==> config.mk <==
export PLATFORM = sky130hd
export DESIGN_NAME = fcs_cmd_decoder
export DESIGN_NICKNAME = d
export VERILOG_FILES = /design/src/rtl/fcs_pkg.sv /design/src/rtl/fcs_addr_dec.sv /design/src/rtl/fcs_susp_trk.sv /design/src/rtl/fcs_seq.sv /design/src/rtl/fcs_cmd_decoder.sv
export SDC_FILE = /design/constraint.sdc
export NUM_CORES = 1
export LEC_CHECK = 0
export BUFFER_PORTS_ARGS = -buffer_cell sky130_fd_sc_hd__buf_2
export CORE_UTILIZATION = 46
export CTS_CLUSTER_DIAMETER = 120
export DETAILED_ROUTE_END_ITERATION = 10
export PLACE_DENSITY = 0.75
export SKIP_LAST_GASP = 1
export SYNTH_ARGS = -nofsm -noshare
export SYNTH_HDL_FRONTEND = slang
export SYNTH_SLANG_ARGS = --single-unit
export TNS_END_PERCENT = 1
==> constraint.sdc <==
create_clock -name clk -period 1.7 [get_ports clk]
set_input_delay 0.17 -clock clk [delete_from_list [all_inputs] [get_ports clk]]
set_output_delay 0.17 -clock clk [all_outputs]
set_load 0.01 [all_outputs]
==> src/rtl/fcs_pkg.sv <==
// Package: shared codes and state types for the flash command decoder.
// Assumes byte-wide command data and unlock offsets that fit in 12 bits.
package fcs_pkg;

    typedef enum logic [2:0] {
        OP_NONE   = 3'd0,
        OP_PROG   = 3'd1,
        OP_CHIP   = 3'd2,
        OP_BLK    = 3'd3,
        OP_SUSP   = 3'd4,
        OP_RESUME = 3'd5
    } op_kind_e;

    typedef enum logic [3:0] {
        S_IDLE,
        S_U1,
        S_U2,
        S_PROG,
        S_E3,
        S_E4,
        S_E5,
        S_BIDLE,
        S_BPROG,
        S_BERA,
        S_BEXIT
    } seq_st_e;

    localparam logic [7:0]  CMD_KEY1     = 8'hAA;
    localparam logic [7:0]  CMD_KEY2     = 8'h55;
    localparam logic [7:0]  CMD_PROG     = 8'hA0;
    localparam logic [7:0]  CMD_ERASE    = 8'h80;
    localparam logic [7:0]  CMD_WHOLE    = 8'h10;
    localparam logic [7:0]  CMD_BLOCK    = 8'h30;
    localparam logic [7:0]  CMD_SHORT    = 8'h20;
    localparam logic [7:0]  CMD_SUSP     = 8'hB0;
    localparam logic [7:0]  CMD_RESUME   = 8'h30;
    localparam logic [7:0]  CMD_LEAVE1   = 8'h90;
    localparam logic [7:0]  CMD_LEAVE2   = 8'h00;

    localparam logic [11:0] OFS_KEY1     = 12'h555;
    localparam logic [11:0] OFS_KEY2     = 12'h2AA;

endpackage

==> src/rtl/fcs_addr_dec.sv <==
// Address decoder: splits a write address into block index and in-block
// offset, flags the two unlock offsets and looks up protection/suspend.
// Assumes ADDR_W - BLK_W >= 12 so the unlock offsets fit.
module fcs_addr_dec
    import fcs_pkg::*;
#(
    parameter int ADDR_W = 16,
    parameter int BLK_W  = 3
) (
    input  logic [ADDR_W-1:0]      addr,
    input  logic [(1<<BLK_W)-1:0]  blk_prot,
    input  logic                   susp,
    input  logic [BLK_W-1:0]       susp_blk,
    output logic                   hit_a,
    output logic                   hit_b,
    output logic [BLK_W-1:0]       blk,
    output logic                   blk_locked,
    output logic                   blk_in_susp,
    output logic                   any_locked
);
    localparam int LOW_W = ADDR_W - BLK_W;

    // Offset compare against the two unlock addresses.
    always_comb begin
        hit_a = (addr[LOW_W-1:0] == LOW_W'(OFS_KEY1));
        hit_b = (addr[LOW_W-1:0] == LOW_W'(OFS_KEY2));
    end

    // Block index and per-block status lookup.
    always_comb begin
        blk         = addr[ADDR_W-1 -: BLK_W];
        blk_locked  = blk_prot[blk];
        blk_in_susp = susp && (blk == susp_blk);
        any_locked  = |blk_prot;
    end

endmodule

==> src/rtl/fcs_susp_trk.sv <==
// Suspend tracker: remembers whether the last erase-type launch was a block
// erase, which block it targeted, and whether it is currently suspended.
// Assumes launches arrive as single-cycle pulses from the sequencer.
module fcs_susp_trk
    import fcs_pkg::*;
#(
    parameter int BLK_W = 3
) (
    input  logic              clk,
    input  logic              rst_n,
    input  logic              launch,
    input  op_kind_e          launch_kind,
    input  logic [BLK_W-1:0]  launch_blk,
    output logic              susp,
    output logic [BLK_W-1:0]  susp_blk,
    output logic              ers_active
);
    logic [BLK_W-1:0] ers_blk;

    // Track the running block erase and its suspend status.
    always_ff @(posedge clk) begin
        if (!rst_n) begin
            susp       <= 1'b0;
            susp_blk   <= '0;
            ers_blk    <= '0;
            ers_active <= 1'b0;
        end else if (launch) begin
            case (launch_kind)
                OP_BLK: begin
                    ers_blk    <= launch_blk;
                    ers_active <= 1'b1;
                end
                OP_PROG, OP_CHIP: ers_active <= 1'b0;
                OP_SUSP: begin
                    susp     <= 1'b1;
                    susp_blk <= ers_blk;
                end
                OP_RESUME: begin
                    susp       <= 1'b0;
                    ers_active <= 1'b1;
                end
                default: ;
            endcase
        end
    end

    // A suspend must target a block erase in progress.
    p_susp_needs_erase_r8: assert property (@(posedge clk) disable iff (!rst_n)
        launch && launch_kind == OP_SUSP |-> ers_active && !susp);

    // Resume only from the suspended state.
    p_resume_needs_susp_r8: assert property (@(posedge clk) disable iff (!rst_n)
        launch && launch_kind == OP_RESUME |-> susp);

    // No erase launch while an erase is suspended.
    p_no_erase_in_susp_r11: assert property (@(posedge clk) disable iff (!rst_n)
        launch && (launch_kind == OP_CHIP || launch_kind == OP_BLK) |-> !susp);

endmodule

==> src/rtl/fcs_seq.sv <==
// Command sequencer: steps through the unlock cycles, the shortcut mode and
// the busy/suspend rules, and registers one launch pulse per accepted command.
// Assumes wr_stb is a clean one-cycle pulse per bus write.
module fcs_seq
    import fcs_pkg::*;
#(
    parameter int ADDR_W = 16,
    parameter int BLK_W  = 3
) (
    input  logic              clk,
    input  logic              rst_n,
    input  logic              wr_stb,
    input  logic [ADDR_W-1:0] wr_addr,
    input  logic [7:0]        wr_data,
    input  logic              wp_n,
    input  logic              busy,
    input  logic              hit_a,
    input  logic              hit_b,
    input  logic [BLK_W-1:0]  blk,
    input  logic              blk_locked,
    input  logic              blk_in_susp,
    input  logic              any_locked,
    input  logic              susp,
    input  logic              ers_active,
    output logic              op_start,
    output op_kind_e          op_kind,
    output logic [ADDR_W-1:0] op_addr,
    output logic [7:0]        op_data,
    output logic [BLK_W-1:0]  op_blk
);
    seq_st_e  st, st_nxt;
    logic     go;
    op_kind_e kind;
    logic     in_short;

    // Shortcut-mode membership of the current state.
    always_comb begin
        in_short = (st == S_BIDLE) || (st == S_BPROG) ||
                   (st == S_BERA)  || (st == S_BEXIT);
    end

    // Next-state and launch decision for one write strobe.
    always_comb begin
        st_nxt = st;
        go     = 1'b0;
        kind   = OP_NONE;
        if (wr_stb) begin
            if (busy) begin
                if (wr_data == CMD_SUSP && ers_active && !susp && !in_short) begin
                    go   = 1'b1;
                    kind = OP_SUSP;
                end
            end else begin
                case (st)
                    S_IDLE: begin
                        if (wr_data == CMD_KEY1 && hit_a) begin
                            st_nxt = S_U1;
                        end else if (wr_data == CMD_RESUME && susp) begin
                            go   = 1'b1;
                            kind = OP_RESUME;
                        end
                    end
                    S_U1: st_nxt = (wr_data == CMD_KEY2 && hit_b) ? S_U2 : S_IDLE;
                    S_U2: begin
                        st_nxt = S_IDLE;
                        if (hit_a) begin
                            if (wr_data == CMD_PROG)       st_nxt = S_PROG;
                            else if (wr_data == CMD_ERASE) st_nxt = S_E3;
                            else if (wr_data == CMD_SHORT) st_nxt = S_BIDLE;
                        end
                    end
                    S_PROG: begin
                        st_nxt = S_IDLE;
                        if (!blk_locked && !blk_in_susp) begin
                            go   = 1'b1;
                            kind = OP_PROG;
                        end
                    end
                    S_E3: st_nxt = (wr_data == CMD_KEY1 && hit_a) ? S_E4 : S_IDLE;
                    S_E4: st_nxt = (wr_data == CMD_KEY2 && hit_b) ? S_E5 : S_IDLE;
                    S_E5: begin
                        st_nxt = S_IDLE;
                        if (wr_data == CMD_WHOLE && hit_a) begin
                            if (wp_n && !any_locked && !susp) begin
                                go   = 1'b1;
                                kind = OP_CHIP;
                            end
                        end else if (wr_data == CMD_BLOCK) begin
                            if (!blk_locked && !susp) begin
                                go   = 1'b1;
                                kind = OP_BLK;
                            end
                        end
                    end
                    S_BIDLE: begin
                        if (wr_data == CMD_PROG)        st_nxt = S_BPROG;
                        else if (wr_data == CMD_ERASE)  st_nxt = S_BERA;
                        else if (wr_data == CMD_LEAVE1) st_nxt = S_BEXIT;
                    end
                    S_BPROG: begin
                        st_nxt = S_BIDLE;
                        if (!blk_locked && !blk_in_susp) begin
                            go   = 1'b1;
                            kind = OP_PROG;
                        end
                    end
                    S_BERA:  st_nxt = S_BIDLE;
                    S_BEXIT: st_nxt = (wr_data == CMD_LEAVE2) ? S_IDLE : S_BIDLE;
                    default: st_nxt = S_IDLE;
                endcase
            end
        end
    end

    // Sequence position register.
    always_ff @(posedge clk) begin
        if (!rst_n) st <= S_IDLE;
        else        st <= st_nxt;
    end

    // Launch pulse and operation capture toward the array engine.
    always_ff @(posedge clk) begin
        if (!rst_n) begin
            op_start <= 1'b0;
            op_kind  <= OP_NONE;
            op_addr  <= '0;
            op_data  <= '0;
            op_blk   <= '0;
        end else begin
            op_start <= go;
            op_kind  <= kind;
            if (go) begin
                op_addr <= wr_addr;
                op_data <= wr_data;
                op_blk  <= blk;
            end
        end
    end

    // Every launch follows a strobe.
    p_start_after_stb_r2: assert property (@(posedge clk) disable iff (!rst_n)
        op_start |-> $past(wr_stb));

    // While busy only a suspend may launch.
    p_busy_only_susp_r5: assert property (@(posedge clk) disable iff (!rst_n)
        op_start && $past(busy) |-> op_kind == OP_SUSP);

    // Whole-array erase respects the pin and every block bit.
    p_whole_guard_r6: assert property (@(posedge clk) disable iff (!rst_n)
        op_start && op_kind == OP_CHIP |-> $past(wp_n) && !$past(any_locked));

    // Shortcut mode launches nothing but programs.
    p_short_prog_only_r10: assert property (@(posedge clk) disable iff (!rst_n)
        op_start && $past(in_short) |-> op_kind == OP_PROG);

    // No program into the suspended block.
    p_prog_not_susp_r11: assert property (@(posedge clk) disable iff (!rst_n)
        op_start && op_kind == OP_PROG |-> !$past(blk_in_susp));

    // No program or block erase into a protected block.
    p_prog_unlocked_r12: assert property (@(posedge clk) disable iff (!rst_n)
        op_start && (op_kind == OP_PROG || op_kind == OP_BLK) |-> !$past(blk_locked));

endmodule

==> src/rtl/fcs_cmd_decoder.sv <==
// Top: device-side flash write-command decoder. Wires the address decoder,
// the sequencer and the suspend tracker; outputs one launch per command.
// Assumes the array engine raises busy within a cycle of a launch.
module fcs_cmd_decoder
    import fcs_pkg::*;
#(
    parameter int ADDR_W = 16,
    parameter int BLK_W  = 3
) (
    input  logic                  clk,
    input  logic                  rst_n,
    input  logic                  wr_stb,
    input  logic [ADDR_W-1:0]     wr_addr,
    input  logic [7:0]            wr_data,
    input  logic                  wp_n,
    input  logic [(1<<BLK_W)-1:0] blk_prot,
    input  logic                  busy,
    output logic                  op_start,
    output logic [2:0]            op_kind,
    output logic [ADDR_W-1:0]     op_addr,
    output logic [7:0]            op_data
);
    logic             hit_a, hit_b, blk_locked, blk_in_susp, any_locked;
    logic [BLK_W-1:0] blk, susp_blk, op_blk;
    logic             susp, ers_active;
    op_kind_e         kind_w;

    fcs_addr_dec #(.ADDR_W(ADDR_W), .BLK_W(BLK_W)) u_dec (
        .addr        (wr_addr),
        .blk_prot    (blk_prot),
        .susp        (susp),
        .susp_blk    (susp_blk),
        .hit_a       (hit_a),
        .hit_b       (hit_b),
        .blk         (blk),
        .blk_locked  (blk_locked),
        .blk_in_susp (blk_in_susp),
        .any_locked  (any_locked)
    );

    fcs_seq #(.ADDR_W(ADDR_W), .BLK_W(BLK_W)) u_seq (
        .clk         (clk),
        .rst_n       (rst_n),
        .wr_stb      (wr_stb),
        .wr_addr     (wr_addr),
        .wr_data     (wr_data),
        .wp_n        (wp_n),
        .busy        (busy),
        .hit_a       (hit_a),
        .hit_b       (hit_b),
        .blk         (blk),
        .blk_locked  (blk_locked),
        .blk_in_susp (blk_in_susp),
        .any_locked  (any_locked),
        .susp        (susp),
        .ers_active  (ers_active),
        .op_start    (op_start),
        .op_kind     (kind_w),
        .op_addr     (op_addr),
        .op_data     (op_data),
        .op_blk      (op_blk)
    );

    fcs_susp_trk #(.BLK_W(BLK_W)) u_trk (
        .clk         (clk),
        .rst_n       (rst_n),
        .launch      (op_start),
        .launch_kind (kind_w),
        .launch_blk  (op_blk),
        .susp        (susp),
        .susp_blk    (susp_blk),
        .ers_active  (ers_active)
    );

    // Expose the operation code as plain bits.
    always_comb op_kind = kind_w;

endmodule

Word level (Yosys, flattened, before mapping)

Cells that the tools add are included.
W data, S select, Z words.

Register bits after elaboration: 43
Input port bits: 37
Output and inout port bits: 28
Word-level logic and storage cells: 114

Order comparisons: 1
Equal/unequal tests: 29
Multiplexer cells: 38
Bitwise gates (word level): 1
Reduce and logical (&&, ||, !) cells: 35

Operator list:

| cell                   | number |
|---|---|
| $eq A8 B8 Y1 const B   | 5 |
| $pmux W4 S8            | 1 |
| $mux W3                | 10 |
| $mux W4                | 7 |
| $eq A4 B3 Y1 const B   | 4 |
| $eq A8 B6 Y1 const B   | 2 |
| $eq A13 B10 Y1 const B | 1 |
| $eq A13 B11 Y1 const B | 1 |
| $eq A4 B4 Y1 const B   | 3 |
| $logic_and A1 B1 Y1    | 12 |
| $mux W1                | 12 |
| $reduce_and A2 Y1      | 5 |
| $pmux W3 S3            | 1 |
| $eq A4 B2 Y1 const B   | 2 |
| $eq A8 B5 Y1 const B   | 1 |
| $eq A8 B7 Y1 const B   | 1 |
| $logic_not A8 Y1       | 1 |
| $reduce_or A2 Y1       | 4 |
| $reduce_or A8 Y1       | 1 |
| $eq A3 B2 Y1 const B   | 2 |
| $eq A3 B3 Y1 const B   | 2 |
| $mux W2                | 3 |
| $logic_not A1 Y1       | 5 |
| $eq A4 B1 Y1 const B   | 1 |
| other kinds (13)       | 17 |

Longest topological paths before layout

Gate-level depths: netlist of run 1.

Word-level depth: 10
Gate-level depth with buffers: 9
Depth with buffers taken out: 6

Hierarchy

A second synthesis of run 1 with hierarchy kept.

Cell total of the unflattened synthesis: 278
Area total of the unflattened synthesis: 2438.6 sq um

By module, submodules not included:

| module       | instances | cells each | area an instance (sq um) | seq. area each (sq um) |
|---|---|---|---|---|
| fcs_seq      | 1         | 218        | 1886.8                   | 700.7 |
| fcs_susp_trk | 1         | 38         | 336.6                    | 160.2 |
| fcs_addr_dec | 1         | 22         | 215.2                    | 0.0 |

Worst setup path after synthesis of run 1

No wires, ideal clock.

Path type: register to register
From: register u_seq.st[2]
To: register u_seq.op_addr[0]
Setup time: 0.072 ns
Data arrival time: 1.827 ns
Required time: 1.628 ns
Slack: -0.198 ns
Stages on the path, launching flop included: 10
Path buffers: 3
Period minus slack after synthesis: 1.898 ns
Cells stage by stage: dfxtp_1 > buf_2 > nor4_1 > nand4_1 > nor2b_1 > a31oi_2 > o311a_1 > buf_6 > buf_12 > mux2i_1

Longest elaborated chain between the ends: 9
Elaborated cells on any way between the ends: 17
Classes of those cells: 6 x eq/ne; 4 x mux; 7 x reduce/logical

RTL lines:

| what                                                | RTL line                     | source |
|---|---|---|
| from (decl)                                         | fcs_seq.sv:31                | `seq_st_e st, st_nxt;` |
| from (signal assigned)                              | fcs_seq.sv:118               | `else st <= st_nxt;` |
| $eq A4 B3 Y1 / $eq A4 B4 Y1 (equally long branches) | fcs_seq.sv:38, fcs_seq.sv:54 |  |
| $logic_or A1 B1 Y1 (2 in a row)                     | fcs_seq.sv:38                | `in_short = (st == S_BIDLE) \|\| (st == S_BPROG) \|\|` |
| $logic_or A1 B1 Y1                                  | fcs_seq.sv:39                | `(st == S_BERA) \|\| (st == S_BEXIT);` |
| $logic_not A1 Y1                                    | fcs_seq.sv:49                | `if (wr_data == CMD_SUSP && ers_active && !susp && !in_short) begin` |
| $logic_and A1 B1 Y1                                 | fcs_seq.sv:49                |  |
| $mux W1                                             | fcs_seq.sv:49                |  |
| $mux W1 *                                           | fcs_seq.sv:48                | `if (busy) begin` |
| $mux W1 *                                           | fcs_seq.sv:47                | `if (wr_stb) begin` |
| to (signal assigned)                                | fcs_seq.sv:133               | `op_addr <= wr_addr;` |
| to (decl)                                           | fcs_seq.sv:27                | `output logic [ADDR_W-1:0] op_addr,` |

Every way passes the cells marked *; elsewhere a longest branch is shown, timed or not.
A chain may end at the register's enable or synchronous reset.

Final worst setup path of run 1

From: register u_seq.st[3]
To: register u_seq.op_addr[0]

Same word-level chain as after synthesis.

==> qor.txt, run 1 <==
status: complete, but fails checks
failing checks: negative setup slack
Sequential Power Share: 51.3%
internal power: 1.376 mW
Util after Layout: 69.02%
TritonCTS clock tree: done
Final Instance Area: 3088 µm²
global placer's final weighted congestion: 0.8296
Mapped Nets: 291
CTS Sinks: 40
DRT Wirelength: 5998 µm
layout cells sized above 1: 40.33%
Max Buffers Root-to-Sink: 2
Worst Hold Path Cells: 3
Synth Register Bits: 40
io pins: 65
max-cap viol count: 0
power density over the cells: 590.4 nW/µm²
compound-cell area share of the yosys netlist: 8.597%
Worst-Margin Slew: 0.4899 ns
fraction of the mapped netlist area in simple logic gates: 29.86%
largest net degree at the start of global routing: 41
Final Hold Fails: 0
Hold Crit Class: in2reg
startpoint type of the worst setup path: register
CTS Buf Count: 5
r2r endpoint: u_seq.op_addr[0]
max-slew violation count: 0
Post-synth top cells: 56 x nand2_1, 40 x dfxtp_1, 32 x mux2i_1
total die area: 5090 µm²
Crit. End Element: register
vias in the first global route: 2119
Post-Syn Area per Cell: 8.709 µm²
setup TNS: -5.330 ns
Clock Skew: 0.007680 ns
sequential area share after synthesis: 36.20%
Clock power frac: 36.5%
htree depth: 2
VDD IR max: 0.4576 mV
FF-to-FF Start: u_seq.st[3]
final setup fails: 27
RSZ-0062 raised after global routing: yes
DRC: 0
fin crit period: 1.937 ns
number of DRC markers in iteration 0: 245
Main synth FF type: dfxtp_1
Distinct cells, synth: 49
leak pwr: 1.344 nW
final worst path period share: 114.0%
FMAX: 516.1 MHz
cell taking the most area after synthesis: dfxtp_1
Synth Area in Adders: 0%
hold_ws: 0.1269 ns
placed cells: 407
Die Y-Extent: 71.35 µm
post-route insts no fill: 419
root buf cell: clkbuf_8
Mapped Area: 2212 µm²
# rows: 24
Critical Path AT: 2.17 ns
initial antenna violation count: 0
Starting Density: 49.44%
cell with the most instances after synthesis: nand2_1
core box area: 4474 µm²
synth warn: 0
Wirelength per Cell: 14.32 µm
CP Data Required Time: 1.93 ns
worst hold start: wr_addr[11]
P_sw: 0.4470 mW
CP max FO: 14
ranking of synthesized cells by area: dfxtp_1 36%, mux2i_1 14%, nand2_1 9.5%
clock latency at the later pin of the worst-skew pair: 0.30 ns
worst setup margin: -0.2375 ns
All-Layer GR Usage: 24.35%
Comb pwr share: 12.1%
asr flop ratio synth: 0%
Nets: 403
drt pass-1 iters: 4
CTS clk-pin slew, worst paths: 0.08 ns
Routed Antenna Nets: 0
gr ovfl total: 0
dpl ws: -0.4083 ns
Max-slew headroom: 67.22%
critical path's slowest cell: dfxtp_2
Mapped Cells: 254
detailed-route via count: 2265
antenna diode count: 0
largest family of logic cells by synthesized area: simple AND/OR/NAND/NOR gates
Area Growth Syn to Fin: 39.59%
R2R Setup Slk: -0.24 ns
worst path cell trace: nor4_4 > nand4_1 > nor2b_2 > a31oi_2 > o311a_4 > buf_12 > mux2i_1
die width: 71.35 µm
Final Total Pwr: 1.823 mW
Port Buffers: 64
mux share of post-synthesis cell area: 17.36%
Crit Path Class: reg2reg
Yosys top cell area share: 36.20%
worst hold endpoint: u_seq.op_addr[11]
Vias/cell: 5.406
Sw Share: 24.52%
EDFF count, synth: 0
HPWL after detailed placement: 4458 µm
DP Area: 2950 µm²
xor/xnor share of the synthesized area: 2.376%
Reg2Reg Depth: 7
first-pass GRT wire length: 9749 µm
worst stage delay on the critical path: 0.36 ns
==> power groups by stage <==
stage	sequential (mW)	combinational, mW	clock (mW)
after floorplan	0.958	0.0857	0
after global placement	0.958	0.212	0
after detailed placement	0.958	0.216	0
after CTS	0.936	0.219	0.671
after global routing	0.936	0.240	0.716
final	0.936	0.221	0.666
==> repair_timing <==
item | CTS | global route
setup endpoints to repair | 29 | 31
setup buffers | 2 | 2
pin swaps | 2 | 2
resized for setup | 4 | 0
hold buffers | 0 | 0
cloned | 0 | 0
==> worst max-delay path by stage <==
stage | startpoint | endpoint | slack (ns) | cells past startpoint
detailed placement | wr_addr[14] | u_seq.op_addr[0] | -0.41 | 8
global placement | wr_data[6] | u_seq.op_addr[1] | -0.34 | 9
finish | u_seq.st[3] | u_seq.op_addr[0] | -0.24 | 7
global route | u_seq.st[1] | u_seq.op_addr[2] | -0.33 | 7
floorplan | u_seq.st[2] | u_seq.op_addr[0] | -0.13 | 9
CTS | u_seq.st[0] | u_seq.op_addr[8] | -0.21 | 8
==> logic make-up after synthesis <==
family | Yosys count
multiplexers | 35
AND/OR/NAND/NOR | 126
flip-flops | 40
XOR/XNOR | 6
buffers and inverters | 19
AO/OA/AOI/OAI | 28
==> state kept, by name, indices dropped and copies added, names as in the netlist <==
| register | cells |
|---|---|
| u_trk.ers_active | 1 |
| u_trk.susp | 1 |
| u_seq.st | 4 |
| u_seq.op_addr | 13 |
| u_trk.susp_blk | 3 |
| u_seq.op_blk | 3 |
| u_trk.ers_blk | 3 |
| u_seq.op_start | 1 |
| u_seq.op_kind | 3 |
| u_seq.op_data | 8 |
==> per-layer routing <==
metal / track usage (%) / vias up / part of all wire, %
li1: - / 1127 / -
met1: 32.74 / 1070 / 46
met2: 38.31 / 62 / 48
met3: 5.485 / 6 / 4.5
met4: 9.111 / 0 / 1.1
met5: 0 / - / 0
==> worst max-delay path, delay by kind of cell, from the launching register on <==
kind	cells	cell delay (ns)
and+or+nand+nor	3	0.71
AOI/OAI and AO/OA	2	0.43
DFF	1	0.36
muxes	1	0.19
buffers and inverters	1	0.16
==> placed cells by master (no fill, tap or decap), types with 2 or more instances in the layout <==
cell type | Yosys | routed
buf_2 | 4 | 64
nand2_1 | 56 | 56
buf_4 | 2 | 54
dfxtp_1 | 40 | 36
mux2i_1 | 32 | 32
nor2_1 | 9 | 9
nor2b_1 | 10 | 9
nand4_1 | 8 | 8
a21oi_1 | 8 | 7
clkbuf_8 | 0 | 6
nand2b_1 | 6 | 5
nor3_1 | 5 | 5
xnor2_1 | 4 | 4
nor4_1 | 5 | 4
and3_1 | 4 | 4
o21ai_0 | 4 | 4
dfxtp_2 | 0 | 4
nand3_1 | 3 | 3
nor4b_1 | 3 | 3
nor4bb_1 | 3 | 3
or2_2 | 3 | 3
buf_12 | 2 | 3
nand3b_1 | 2 | 2
mux4_1 | 2 | 2
and4_1 | 2 | 2
inv_1 | 3 | 2
xor2_1 | 2 | 2
a41oi_1 | 2 | 2
a31oi_1 | 2 | 2
clkinv_2 | 0 | 2
==> final cells by class <==
class | count | area, µm²
multi-input combinational | 195 | 1328
inverter | 3 | 11.26
clock inverter | 2 | 10.01
tap | 52 | 65.06
timing repair buffer | 121 | 785.8
clock buffer | 6 | 82.58
fill | 333 | 1386
sequential | 40 | 805.8
No activity file was read; power rests on OpenSTA's default activity.
==> inputs of run 2 (changes only) <==
Settings changed: GPL_TIMING_DRIVEN set to 0, HOLD_SLACK_MARGIN set to 0.15.
==> run 2 against run 1 <==
  * The run still ends with negative setup slack left
  * Final cell count decreased by 6.2%
  * Clock skew fell by 0.0059 ns
  * Global-route usage is 0.74 points lower
  * Setup slack lost 0.21 ns
  * Die area did not move
  * Register-to-register slack got worse by 0.21 ns
  * First-iteration DRC count fell by 52%
  * Via count is 3.6% lower
  * Non-clock buffer count down 26
  * Worst hold slack gained 0.020 ns
  * Critical endpoint is now u_seq.op_start
  * Largest power group unchanged
==> qor.txt, run 2 (synthesis results as in run 1) <==
Vias/cell: 5.557 (+2.8%)
DR top layer: met4
status: complete, but fails checks
max reg flops: 13 (unchanged)
htree depth: 2 (unchanged)
Final Total Pwr: 1.894 mW (+3.9%)
FMAX: 464.7 MHz (-10%)
M1 WL: 2588 µm (-6.6%)
worst setup margin: -0.4519 ns (-0.2144 ns)
All-Layer GR Usage: 23.61% (-0.74 points)
# rows: 24 (unchanged)
Die Y-Extent: 71.35 µm (unchanged)
number of DRC markers in iteration 0: 118 (-52%)
CTS clk-pin slew, worst paths: 0.08 ns (about the same)
met2 routed WL: 2805 µm (-2.8%)
io pins: 65 (unchanged)
Comb pwr share: 9.9% (-2.2 points)
initial antenna violation count: 0 (unchanged)
Clock Skew: 0.001797 ns (-0.005883 ns)
commonest non-fill, non-tap cell in the layout: buf_2
commonest non-fill, non-tap cells in the layout: 61 x buf_2, 56 x nand2_1, 38 x dfxtp_1
final worst path period share: 126.6% (+13 points)
Final Instance Area: 2939 µm² (-4.8%)
RSZ-0062 raised after global routing: yes
Sequential Power Share: 49.4% (-1.9 points)
Final Hold Fails: 0 (unchanged)
root buf cell: clkbuf_8
layout cells sized above 1: 30.21% (-10 points)
CTS Sinks: 40 (unchanged)
max-slew violation count: 0 (unchanged)
leak pwr: 1.224 nW (-8.9%)
first-pass GRT wire length: 9591 µm (-1.6%)
final setup fails: 29 (+7.4%)
core box area: 4474 µm² (unchanged)
Crit Path Class: reg2reg
WL met3: 300 µm (+10%)
Routed Antenna Nets: 0 (unchanged)
max-cap viol count: 0 (unchanged)
largest net degree at the start of global routing: 13 (-68%)
VDD IR max: 0.5460 mV (+19%)
P_sw: 0.4364 mW (-2.4%)
antenna diode count: 0 (unchanged)
global placer's final weighted congestion: 0.9105 (+9.8%)
Max Buffers Root-to-Sink: 2 (unchanged)
HPWL after detailed placement: 4160 µm (-6.7%)
vias in the first global route: 2160 (+1.9%)
TritonCTS clock tree: done
total die area: 5090 µm² (unchanged)
Port Buffers: 61 (-4.7%)
Crit. End Element: register
Worst-Margin Slew: 0.5615 ns (+0.07163 ns)
Critical Path AT: 2.38 ns (+0.21 ns)
Top reg by flops: u_seq.op_addr
clock latency at the later pin of the worst-skew pair: 0.29 ns (about the same)
detailed-route via count: 2184 (-3.6%)
die width: 71.35 µm (unchanged)
setup TNS: -10.47 ns (-5.139 ns)
CP max FO: 3 (-11)
power density over the cells: 644.3 nW/µm² (+9.1%)
Nets: 377 (-6.5%)
Area Growth Syn to Fin: 32.86%
dpl ws: -0.5026 ns (-0.09434 ns)
internal power: 1.457 mW (+5.9%)
failing checks: negative setup slack
post-route insts no fill: 393 (-6.2%)
DRC: 0 (unchanged)
placed cells: 367 (-9.8%)
CTS Buf Count: 5 (unchanged)
DRT Wirelength: 5763 µm (-3.9%)
gr ovfl total: 0 (unchanged)
Wirelength per Cell: 14.66 µm (+2.4%)
startpoint type of the worst setup path: register
CP Data Required Time: 1.93 ns (about the same)
Sw Share: 23.05% (-1.5 points)
biggest regs: u_seq.op_addr x13, u_seq.op_data x8, u_seq.st x4
Clock power frac: 40.7% (+4.2 points)
DP Area: 2631 µm² (-11%)
Max-slew headroom: 62.22% (-5.0 points)
Hold Crit Class: in2reg
fin crit period: 2.152 ns (+0.2144 ns)
Starting Density: 49.44% (unchanged)
drt pass-1 iters: 4 (unchanged)
-- run 2: metrics by stage --
stage	utilization [%]	hold slack, ns
after floorplan	-	0.3121
after detailed placement	58.81	0.4425
after global placement	58.81	0.4334
final	65.69	0.1468
after global routing	65.69	0.1532
after CTS	65.46	0.1510
-- run 2: final cells by class --
type / count / area, µm²
Timing Repair Buffer: 79 / 493.0
Clock buffer: 6 / 72.57
Tap cell: 52 / 65.06
Clock inverter: 2 / 35.03
Sequential cell: 40 / 803.3
Multi-Input combinational cell: 195 / 1321
Fill cell: 367 / 1535
Buffer: 16 / 137.6
Inverter: 3 / 11.26
-- run 2: critical path, stage by stage, from the launching register on --
cell and delay (ns):
dfxtp_2 0.32, buf_6 0.12, nor4_4 0.26, nand4_1 0.23, nor2b_4 0.20, a31oi_2 0.20
buf_4 0.14, buf_4 0.09, buf_4 0.09, buf_4 0.09, buf_4 0.09, o21ai_0 0.10
a21oi_1 0.15
-- run 2: worst paths after layout --
check                        start          endpoint  slack (ns)  depth (start not counted)
setup / recovery       u_seq.st[3]    u_seq.op_start       -0.45                         12
hold / removal          wr_addr[5]  u_seq.op_addr[5]        0.15                          3
setup reg to reg       u_seq.st[3]    u_seq.op_start       -0.45                         12
hold reg to reg   u_seq.op_addr[7]  u_seq.op_addr[7]        0.46                          2
-- run 2: power by group through the flow --
stage	clock network [mW]	logic [mW]	registers, mW
CTS	0.768	0.182	0.936
finish	0.771	0.187	0.936
global route	0.814	0.205	0.936
floorplan	0	0.0857	0.958
detailed placement	0	0.167	0.958
global placement	0	0.166	0.958
-- run 2: metal layers --
layer  global-route usage (%)  vias to the layer above
met5                        0                        -
met4                    6.667                        0
met3                    4.923                        7
met2                    39.68                       56
met1                    30.76                     1050
li1                         -                     1071
-- run 2: repair_timing --
item | 4_1_cts | 5_1_grt
hold buffers | 7 | 1
pin swaps | 3 | 1
gates cloned | 1 | 0
resized for setup | 5 | 0
buffers inserted | 9 | 0
hold endpoints to repair | 7 | 1
endpoints found under the setup margin | 26 | 31
